<file path="src/rtl/gpio_bank_pkg.sv">
package gpio_bank_pkg;

  // Register selector within a port; the encoding is the address field.
  typedef enum logic [2:0] {
    REG_CFG  = 3'd0,
    REG_OE   = 3'd1,
    REG_OUT  = 3'd2,
    REG_IN   = 3'd3,
    REG_STAT = 3'd4,
    REG_IEN  = 3'd5,
    REG_LVL  = 3'd6,
    REG_CLR  = 3'd7
  } reg_type_e;

endpackage

</file>
<file path="src/rtl/gpio_port_regs.sv">
module gpio_port_regs
  import gpio_bank_pkg::*;
#(
  parameter int PINS = 8,
  localparam int WD_W = 3 * PINS
) (
  input  logic            clk,
  input  logic            rst,
  input  logic            wr_en,
  input  reg_type_e       wr_type,
  input  logic            wr_masked,
  input  logic [WD_W-1:0] wr_data,
  output logic [PINS-1:0] mode,
  output logic [PINS-1:0] lock,
  output logic [PINS-1:0] oe,
  output logic [PINS-1:0] outv,
  output logic [PINS-1:0] ien,
  output logic [PINS-1:0] pol,
  output logic [PINS-1:0] edge_sel,
  output logic [PINS-1:0] both,
  output logic [PINS-1:0] clr_pulse
);

  logic [PINS-1:0] wmask;
  logic [PINS-1:0] wval;
  logic [PINS-1:0] upper;
  logic [PINS-1:0] top3;
  logic [PINS-1:0] open_bits;

  always_comb begin
    upper     = wr_data[2*PINS-1:PINS];
    top3      = wr_data[3*PINS-1:2*PINS];
    wval      = wr_data[PINS-1:0];
    wmask     = wr_masked ? upper : '1;
    // Lockable fields only accept pins that were unlocked before this write.
    open_bits = wmask & ~lock;
    clr_pulse = (wr_en && wr_type == REG_CLR) ? (wval & wmask) : '0;
  end

  always_ff @(posedge clk) begin
    if (rst) begin
      mode     <= '0;
      lock     <= '0;
      oe       <= '0;
      outv     <= '0;
      ien      <= '0;
      pol      <= '0;
      edge_sel <= '0;
      both     <= '0;
    end else if (wr_en) begin
      case (wr_type)
        REG_CFG: begin
          mode <= (mode & ~open_bits) | (wval & open_bits);
          if (!wr_masked) lock <= lock | upper;
        end
        REG_OE:  oe   <= (oe & ~open_bits) | (wval & open_bits);
        REG_OUT: outv <= (outv & ~open_bits) | (wval & open_bits);
        REG_IEN: ien  <= (ien & ~wmask) | (wval & wmask);
        REG_LVL: begin
          pol <= (pol & ~open_bits) | (wval & open_bits);
          if (!wr_masked) begin
            edge_sel <= (edge_sel & ~open_bits) | (upper & open_bits);
            both     <= (both & ~open_bits) | (top3 & open_bits);
          end
        end
        default: ;
      endcase
    end
  end

endmodule

</file>
<file path="src/rtl/gpio_irq_unit.sv">
module gpio_irq_unit #(
  parameter int PINS = 8
) (
  input  logic            clk,
  input  logic            rst,
  input  logic [PINS-1:0] pad_in,
  input  logic [PINS-1:0] pol,
  input  logic [PINS-1:0] edge_sel,
  input  logic [PINS-1:0] both,
  input  logic [PINS-1:0] clr,
  output logic [PINS-1:0] pin_sync,
  output logic [PINS-1:0] status
);

  logic [PINS-1:0] meta_q;
  logic [PINS-1:0] hist_q;
  logic [PINS-1:0] rise;
  logic [PINS-1:0] fall;
  logic [PINS-1:0] edge_hit;
  logic [PINS-1:0] lvl_hit;
  logic [PINS-1:0] status_d;

  always_comb begin
    rise     = pin_sync & ~hist_q;
    fall     = ~pin_sync & hist_q;
    edge_hit = (both & (rise | fall)) | (~both & pol & rise) | (~both & ~pol & fall);
    lvl_hit  = ~(pin_sync ^ pol);
    // Edge-sensed bits are sticky; a new edge overrides a clear.
    status_d = (edge_sel & ((status & ~clr) | edge_hit)) | (~edge_sel & lvl_hit);
  end

  always_ff @(posedge clk) begin
    if (rst) begin
      meta_q   <= '0;
      pin_sync <= '0;
      hist_q   <= '0;
      status   <= '0;
    end else begin
      meta_q   <= pad_in;
      pin_sync <= meta_q;
      hist_q   <= pin_sync;
      status   <= status_d;
    end
  end

endmodule

</file>
<file path="src/rtl/gpio_pad_mux.sv">
module gpio_pad_mux #(
  parameter int PINS = 8
) (
  input  logic            clk,
  input  logic            rst,
  input  logic [PINS-1:0] mode,
  input  logic [PINS-1:0] gpio_out,
  input  logic [PINS-1:0] gpio_oe,
  input  logic [PINS-1:0] alt_out,
  input  logic [PINS-1:0] alt_oe,
  output logic [PINS-1:0] pad_out,
  output logic [PINS-1:0] pad_oe
);

  always_ff @(posedge clk) begin
    if (rst) begin
      pad_out <= '0;
      pad_oe  <= '0;
    end else begin
      pad_out <= (mode & gpio_out) | (~mode & alt_out);
      pad_oe  <= (mode & gpio_oe) | (~mode & alt_oe);
    end
  end

endmodule

</file>
<file path="src/rtl/gpio_bank_ctrl.sv">
module gpio_bank_ctrl
  import gpio_bank_pkg::*;
#(
  parameter int NUM_PORTS = 4,
  parameter int PORT_PINS = 8,
  parameter int DATA_W    = 32,
  localparam int PORT_W   = $clog2(NUM_PORTS),
  localparam int ADDR_W   = PORT_W + 4,
  localparam int NUM_PINS = NUM_PORTS * PORT_PINS
) (
  input  logic                clk,
  input  logic                rst,
  input  logic                bus_valid,
  input  logic                bus_write,
  input  logic [ADDR_W-1:0]   bus_addr,
  input  logic [DATA_W-1:0]   bus_wdata,
  output logic [DATA_W-1:0]   bus_rdata,
  output logic                bus_rvalid,
  input  logic [NUM_PINS-1:0] pad_in,
  output logic [NUM_PINS-1:0] pad_out,
  output logic [NUM_PINS-1:0] pad_oe,
  input  logic [NUM_PINS-1:0] alt_out,
  input  logic [NUM_PINS-1:0] alt_oe,
  output logic                irq
);

  localparam int FIELD_W = 3 * PORT_PINS;

  reg_type_e             acc_type;
  logic [PORT_W-1:0]     acc_port;
  logic                  acc_masked;
  logic                  wr_req;
  logic                  unused_wdata;

  assign acc_type     = reg_type_e'(bus_addr[PORT_W+2:PORT_W]);
  assign acc_port     = bus_addr[PORT_W-1:0];
  assign acc_masked   = bus_addr[ADDR_W-1];
  assign wr_req       = bus_valid && bus_write;
  assign unused_wdata = ^bus_wdata[DATA_W-1:FIELD_W];

  logic [PORT_PINS-1:0] mode_p [NUM_PORTS];
  logic [PORT_PINS-1:0] lock_p [NUM_PORTS];
  logic [PORT_PINS-1:0] oe_p   [NUM_PORTS];
  logic [PORT_PINS-1:0] outv_p [NUM_PORTS];
  logic [PORT_PINS-1:0] ien_p  [NUM_PORTS];
  logic [PORT_PINS-1:0] pol_p  [NUM_PORTS];
  logic [PORT_PINS-1:0] edge_p [NUM_PORTS];
  logic [PORT_PINS-1:0] both_p [NUM_PORTS];
  logic [PORT_PINS-1:0] clr_p  [NUM_PORTS];
  logic [PORT_PINS-1:0] sync_p [NUM_PORTS];
  logic [PORT_PINS-1:0] stat_p [NUM_PORTS];

  logic [NUM_PINS-1:0] mode_all;
  logic [NUM_PINS-1:0] lock_all;
  logic [NUM_PINS-1:0] out_all;
  logic [NUM_PINS-1:0] ien_all;
  logic [NUM_PINS-1:0] edge_all;
  logic [NUM_PINS-1:0] clr_all;
  logic [NUM_PINS-1:0] status_all;

  for (genvar p = 0; p < NUM_PORTS; p++) begin : g_port
    localparam int LO = p * PORT_PINS;

    gpio_port_regs #(.PINS(PORT_PINS)) u_regs (
      .clk       (clk),
      .rst       (rst),
      .wr_en     (wr_req && (acc_port == PORT_W'(p))),
      .wr_type   (acc_type),
      .wr_masked (acc_masked),
      .wr_data   (bus_wdata[FIELD_W-1:0]),
      .mode      (mode_p[p]),
      .lock      (lock_p[p]),
      .oe        (oe_p[p]),
      .outv      (outv_p[p]),
      .ien       (ien_p[p]),
      .pol       (pol_p[p]),
      .edge_sel  (edge_p[p]),
      .both      (both_p[p]),
      .clr_pulse (clr_p[p])
    );

    gpio_irq_unit #(.PINS(PORT_PINS)) u_irq (
      .clk      (clk),
      .rst      (rst),
      .pad_in   (pad_in[LO +: PORT_PINS]),
      .pol      (pol_p[p]),
      .edge_sel (edge_p[p]),
      .both     (both_p[p]),
      .clr      (clr_p[p]),
      .pin_sync (sync_p[p]),
      .status   (stat_p[p])
    );

    gpio_pad_mux #(.PINS(PORT_PINS)) u_pad (
      .clk      (clk),
      .rst      (rst),
      .mode     (mode_p[p]),
      .gpio_out (outv_p[p]),
      .gpio_oe  (oe_p[p]),
      .alt_out  (alt_out[LO +: PORT_PINS]),
      .alt_oe   (alt_oe[LO +: PORT_PINS]),
      .pad_out  (pad_out[LO +: PORT_PINS]),
      .pad_oe   (pad_oe[LO +: PORT_PINS])
    );

    assign mode_all[LO +: PORT_PINS]   = mode_p[p];
    assign lock_all[LO +: PORT_PINS]   = lock_p[p];
    assign out_all[LO +: PORT_PINS]    = outv_p[p];
    assign ien_all[LO +: PORT_PINS]    = ien_p[p];
    assign edge_all[LO +: PORT_PINS]   = edge_p[p];
    assign clr_all[LO +: PORT_PINS]    = clr_p[p];
    assign status_all[LO +: PORT_PINS] = stat_p[p];
  end

  logic [DATA_W-1:0] rd_word;

  always_comb begin
    rd_word = '0;
    case (acc_type)
      REG_CFG: begin
        rd_word[PORT_PINS-1:0]           = mode_p[acc_port];
        rd_word[2*PORT_PINS-1:PORT_PINS] = lock_p[acc_port];
      end
      REG_OE:   rd_word[PORT_PINS-1:0] = oe_p[acc_port];
      REG_OUT:  rd_word[PORT_PINS-1:0] = outv_p[acc_port];
      REG_IN:   rd_word[PORT_PINS-1:0] = sync_p[acc_port];
      REG_STAT: rd_word[PORT_PINS-1:0] = stat_p[acc_port];
      REG_IEN:  rd_word[PORT_PINS-1:0] = ien_p[acc_port];
      REG_LVL: begin
        rd_word[PORT_PINS-1:0]             = pol_p[acc_port];
        rd_word[2*PORT_PINS-1:PORT_PINS]   = edge_p[acc_port];
        rd_word[3*PORT_PINS-1:2*PORT_PINS] = both_p[acc_port];
      end
      default: rd_word = '0;
    endcase
  end

  always_ff @(posedge clk) begin
    if (rst) begin
      bus_rvalid <= 1'b0;
      bus_rdata  <= '0;
      irq        <= 1'b0;
    end else begin
      bus_rvalid <= bus_valid && !bus_write;
      if (bus_valid && !bus_write) bus_rdata <= rd_word;
      irq <= |(status_all & ien_all);
    end
  end

endmodule

</file>
<file path="config.mk">
export PLATFORM = sky130hd
export DESIGN_NAME = gpio_bank_ctrl
export DESIGN_NICKNAME = d
export VERILOG_FILES = /design/src/rtl/gpio_bank_pkg.sv /design/src/rtl/gpio_port_regs.sv /design/src/rtl/gpio_irq_unit.sv /design/src/rtl/gpio_pad_mux.sv /design/src/rtl/gpio_bank_ctrl.sv
export SDC_FILE = /design/constraint.sdc
export NUM_CORES = 1
export LEC_CHECK = 0
export BUFFER_PORTS_ARGS = -buffer_cell sky130_fd_sc_hd__clkbuf_2
export CORE_AREA = 2 2 249 202
export CTS_CLUSTER_SIZE = 8
export DETAILED_ROUTE_END_ITERATION = 6
export DIE_AREA = 0 0 251 204
export PLACE_DENSITY = 0.6
export SYNTH_ARGS = -nofsm -noshare
export SYNTH_HDL_FRONTEND = slang
export SYNTH_SLANG_ARGS = --single-unit
</file>
<file path="constraint.sdc">
create_clock -name clk -period 2.3 [get_ports clk]
set_input_delay 0.23 -clock clk [delete_from_list [all_inputs] [get_ports clk]]
set_output_delay 0.23 -clock clk [all_outputs]
set_load 0.1 [all_outputs]
</file>
==> results.py <==
metrics = {
    "layout": {
        "layout.nets": 2889,
        "non_filler_cells_final": 3333,
        "finalCoreUtilization_pct": 55.0,
        "finalInstanceArea_sq_mm": 0.0269,
        "area_growth_syn_to_fin_pct": 24.4,
        "layout-drive-gt1-share_pct": 19.5,
    },
    "setup_path": {
        "rr_worst_depth": 5,
        "regToRegStartpoint": "g_port[1].u_irq.status[4]$_SDFF_PP0_",
        "critical_path_buf_inv_count": 1,
        "r2r_slack_ns": 0.65,
        "critPathLaunch": "bus_rdata[1]$_SDFFE_PP0P_",
        "critPathArrivalTime_ns": 1.65,
        "critical_path.top_delay_family": "buffers and inverters",
        "critical-path-max-stage-delay_ns": 0.53,
        "critical_path.reg2reg.endpoint": "irq$_SDFF_PP0_",
        "cp_endpoint_kind": "output pin",
        "cp.required_ns": 2.07,
        "critPathSlowestCell": "clkbuf_2",
        "critPathLaunchType": "flip-flop",
        "crit_chain": "clkbuf_2",
        "timing.critical_path.depth": 1,
        "path_max_fanout": 3,
        "timing_worst_setup_path_type": "flip-flop to output pin",
        "critPathCapture": "bus_rdata[1]",
    },
    "power_and_ir_drop": {
        "p_leak_nw": 10.6,
        "totalPowerFinal_mw": 20.0,
        "p_per_area_mw_per_mm2": 741,
        "max-vdd-ir-drop_mv": 0.498,
    },
    "clock_tree": {
        "clk_latency_ns": 0.60,
        "post_cts_buffers": 0,
        "clkSinkCount": 474,
        "cts-root-to-sink-buffers": 3,
        "cts_bufs_inserted": 69,
        "cts_hold_repair.buffers": 105,
        "root_buffer": "clkbuf_16",
        "cts-resized-gates": 0,
        "tritoncts": "done",
        "clk_transition_reported_paths_ns": 0.05,
        "h-tree-depth": 3,
    },
    "sta": {
        "setup_ws_ns": 0.417,
        "setup_repair_after_global_routing_missed_its_margin": "false",
        "fin_hold_ws_ns": 0.0473,
        "finalCriticalPeriod_ns": 1.88,
        "setup_viol": 0,
        "max-slew-margin-rel_pct": 57.3,
        "clock-skew-final_ns": 0.0184,
        "timing_hold_violations_final": 0,
        "tns_ns": 0,
        "max_freq_mhz": 531,
        "layout_worst_path_cycle_share_pct": 81.9,
        "max_slew.worst_pin.slew_ns": 0.639,
        "final_max_slew_viol_count": 0,
    },
    "synthesis": {
        "post-synth-top-area-fraction_pct": 43.9,
        "async_reset_ff_share_pct": 0,
        "synth.avg_cell_area_sq_um": 9.34,
        "post_synth_main_area_contributors": "dfxtp_1, mux2i_1, nor2_1",
        "synth_seq_cells": 474,
        "synth_enable_flop_cells": 0,
        "synth.cell_area_sq_mm": 0.0216,
        "synth_common_cells": "nor2_1, dfxtp_1, mux2i_1",
        "dominantRegCellSynth": "dfxtp_1",
        "synth_sequential_area_ratio_pct": 43.9,
        "synth.most_common_cell": "nor2_1",
        "synth.largest_area_cell": "dfxtp_1",
        "synth_cells": 2315,
        "synthesis_warning_total": 0,
        "ys_types": 57,
    },
    "run_status": {
        "status": "finished clean",
    },
    "global_route": {
        "grt_antenna_before_repair": 1,
        "number_of_global_route_vias_before_repair": 18182,
        "grt_remaining_overflow": 0,
        "grt_use_total_pct": 28.2,
        "grt_first_pass_wirelength_microns": 109000,
        "pin_count_of_the_biggest_net_entering_global_routing": 85,
    },
    "worst_hold_path": {
        "min_path_cells": 3,
        "min_path_type": "input pin to flip-flop",
    },
    "die": {
        "num_rows": 73,
        "floorplan_die_width_microns": 251,
        "initial_utilization_pct": 44.2,
        "floorplan.core_area_sq_mm": 0.0490,
        "vert_die_dim_microns": 204,
        "io_pins": 236,
        "die_area_sq_mm": 0.0512,
    },
    "placement": {
        "post-dp-hpwl_microns": 52500,
        "port_buf_inserts": 219,
        "post_dp_cell_area_sq_mm": 0.0240,
        "pre_cts_slack_ns": 0.121,
        "placed_cells": 3148,
        "place.gp.congestion": 0.944,
    },
    "job": {
        "max_cap_viols": 0,
    },
    "detailed_routing": {
        "route.final.wire_length_microns": 73100,
        "dr.first_iter.drc_count": 1686,
        "drc": 0,
        "drt-wirelength-per-cell_microns": 21.9,
        "route.vias.total": 18644,
        "drt.antenna.violating_nets": 0,
        "vias_per_cell": 5.59,
        "drtPass1Iterations": 7,
    },
}
## placed cells by master, fill, tap and decap left out, types with 13 or more instances in the layout
cell / n
nor2_1: 545
dfxtp_1: 474
mux2i_1: 276
clkbuf_2: 216
o21ai_0: 118
nand2_1: 116
dlygate4sd3_1: 105
buf_4: 103
a21oi_1: 86
nor2b_1: 80
clkbuf_16: 73
inv_1: 65
ha_1: 64
mux4_2: 60
nand2b_1: 39
mux2_2: 39
a22oi_1: 39
xnor2_1: 32
a311oi_1: 32
buf_12: 16
nand4_1: 13
## cell families (layout without fill, tap and decap cells)
group | Yosys count | count (layout) | share of synthesized area, %
and+or+nand+nor | 848 | 848 | 17.0
DFF | 474 | 474 | 43.9
muxes | 376 | 376 | 21.1
AOI/OAI and AO/OA | 307 | 307 | 8.61
buffers and inverters | 213 | 586 | 4.41
adders and majority gates | 64 | 64 | 3.70
xor gates and xnor gates | 32 | 32 | 1.30
other | 1 | 9 | 0.0173
## how the worst min path moves through the flow
stage	startpoint	end	slack, ns
finish	bus_wdata[11]	flip-flop	0.05
global placement	g_port[1].u_irq.meta_q[4]$_SDFF_PP0_	g_port[1].u_irq.pin_sync[4]$_SDFF_PP0_	0.43
CTS	bus_wdata[9]	flip-flop	0.01
global route	bus_wdata[15]	flip-flop	0.04
detailed placement	g_port[1].u_irq.meta_q[4]$_SDFF_PP0_	g_port[1].u_irq.pin_sync[4]$_SDFF_PP0_	0.43
floorplan	pad_in[0]	g_port[0].u_irq.meta_q[0]$_SDFF_PP0_	0.36
## per-layer routing
| metal | vias to the layer above | global-route usage, % | part of all wire, % |
|---|---|---|---|
| met5 | - | 0 | 0 |
| met4 | 0 | 9.84 | 3.2 |
| met3 | 145 | 5.79 | 8.4 |
| met2 | 800 | 45.0 | 46 |
| met1 | 9055 | 38.1 | 43 |
| li1 | 8644 | - | - |
## final cells by class
type | instances | area [sq um]
Clock inverter | 4 | 71.3
Tap cell | 637 | 797
Inverter | 65 | 244
Clock buffer | 75 | 1830
Multi-Input combinational cell | 1635 | 11200
Fill cell | 4376 | 22000
Sequential cell | 474 | 9490
Antenna cell | 1 | 2.50
Timing Repair Buffer | 442 | 3250
## power by group
group	leakage (nW)	switching, mW	internal (mW)	total (mW)
Combinational	5.84	1.42	0.647	2.07
Clock	0.934	3.63	5.68	9.31
Sequential	3.87	0.158	8.42	8.58
Total	10.6	5.21	14.7	20.0
(Power assumes the default switching activity.)
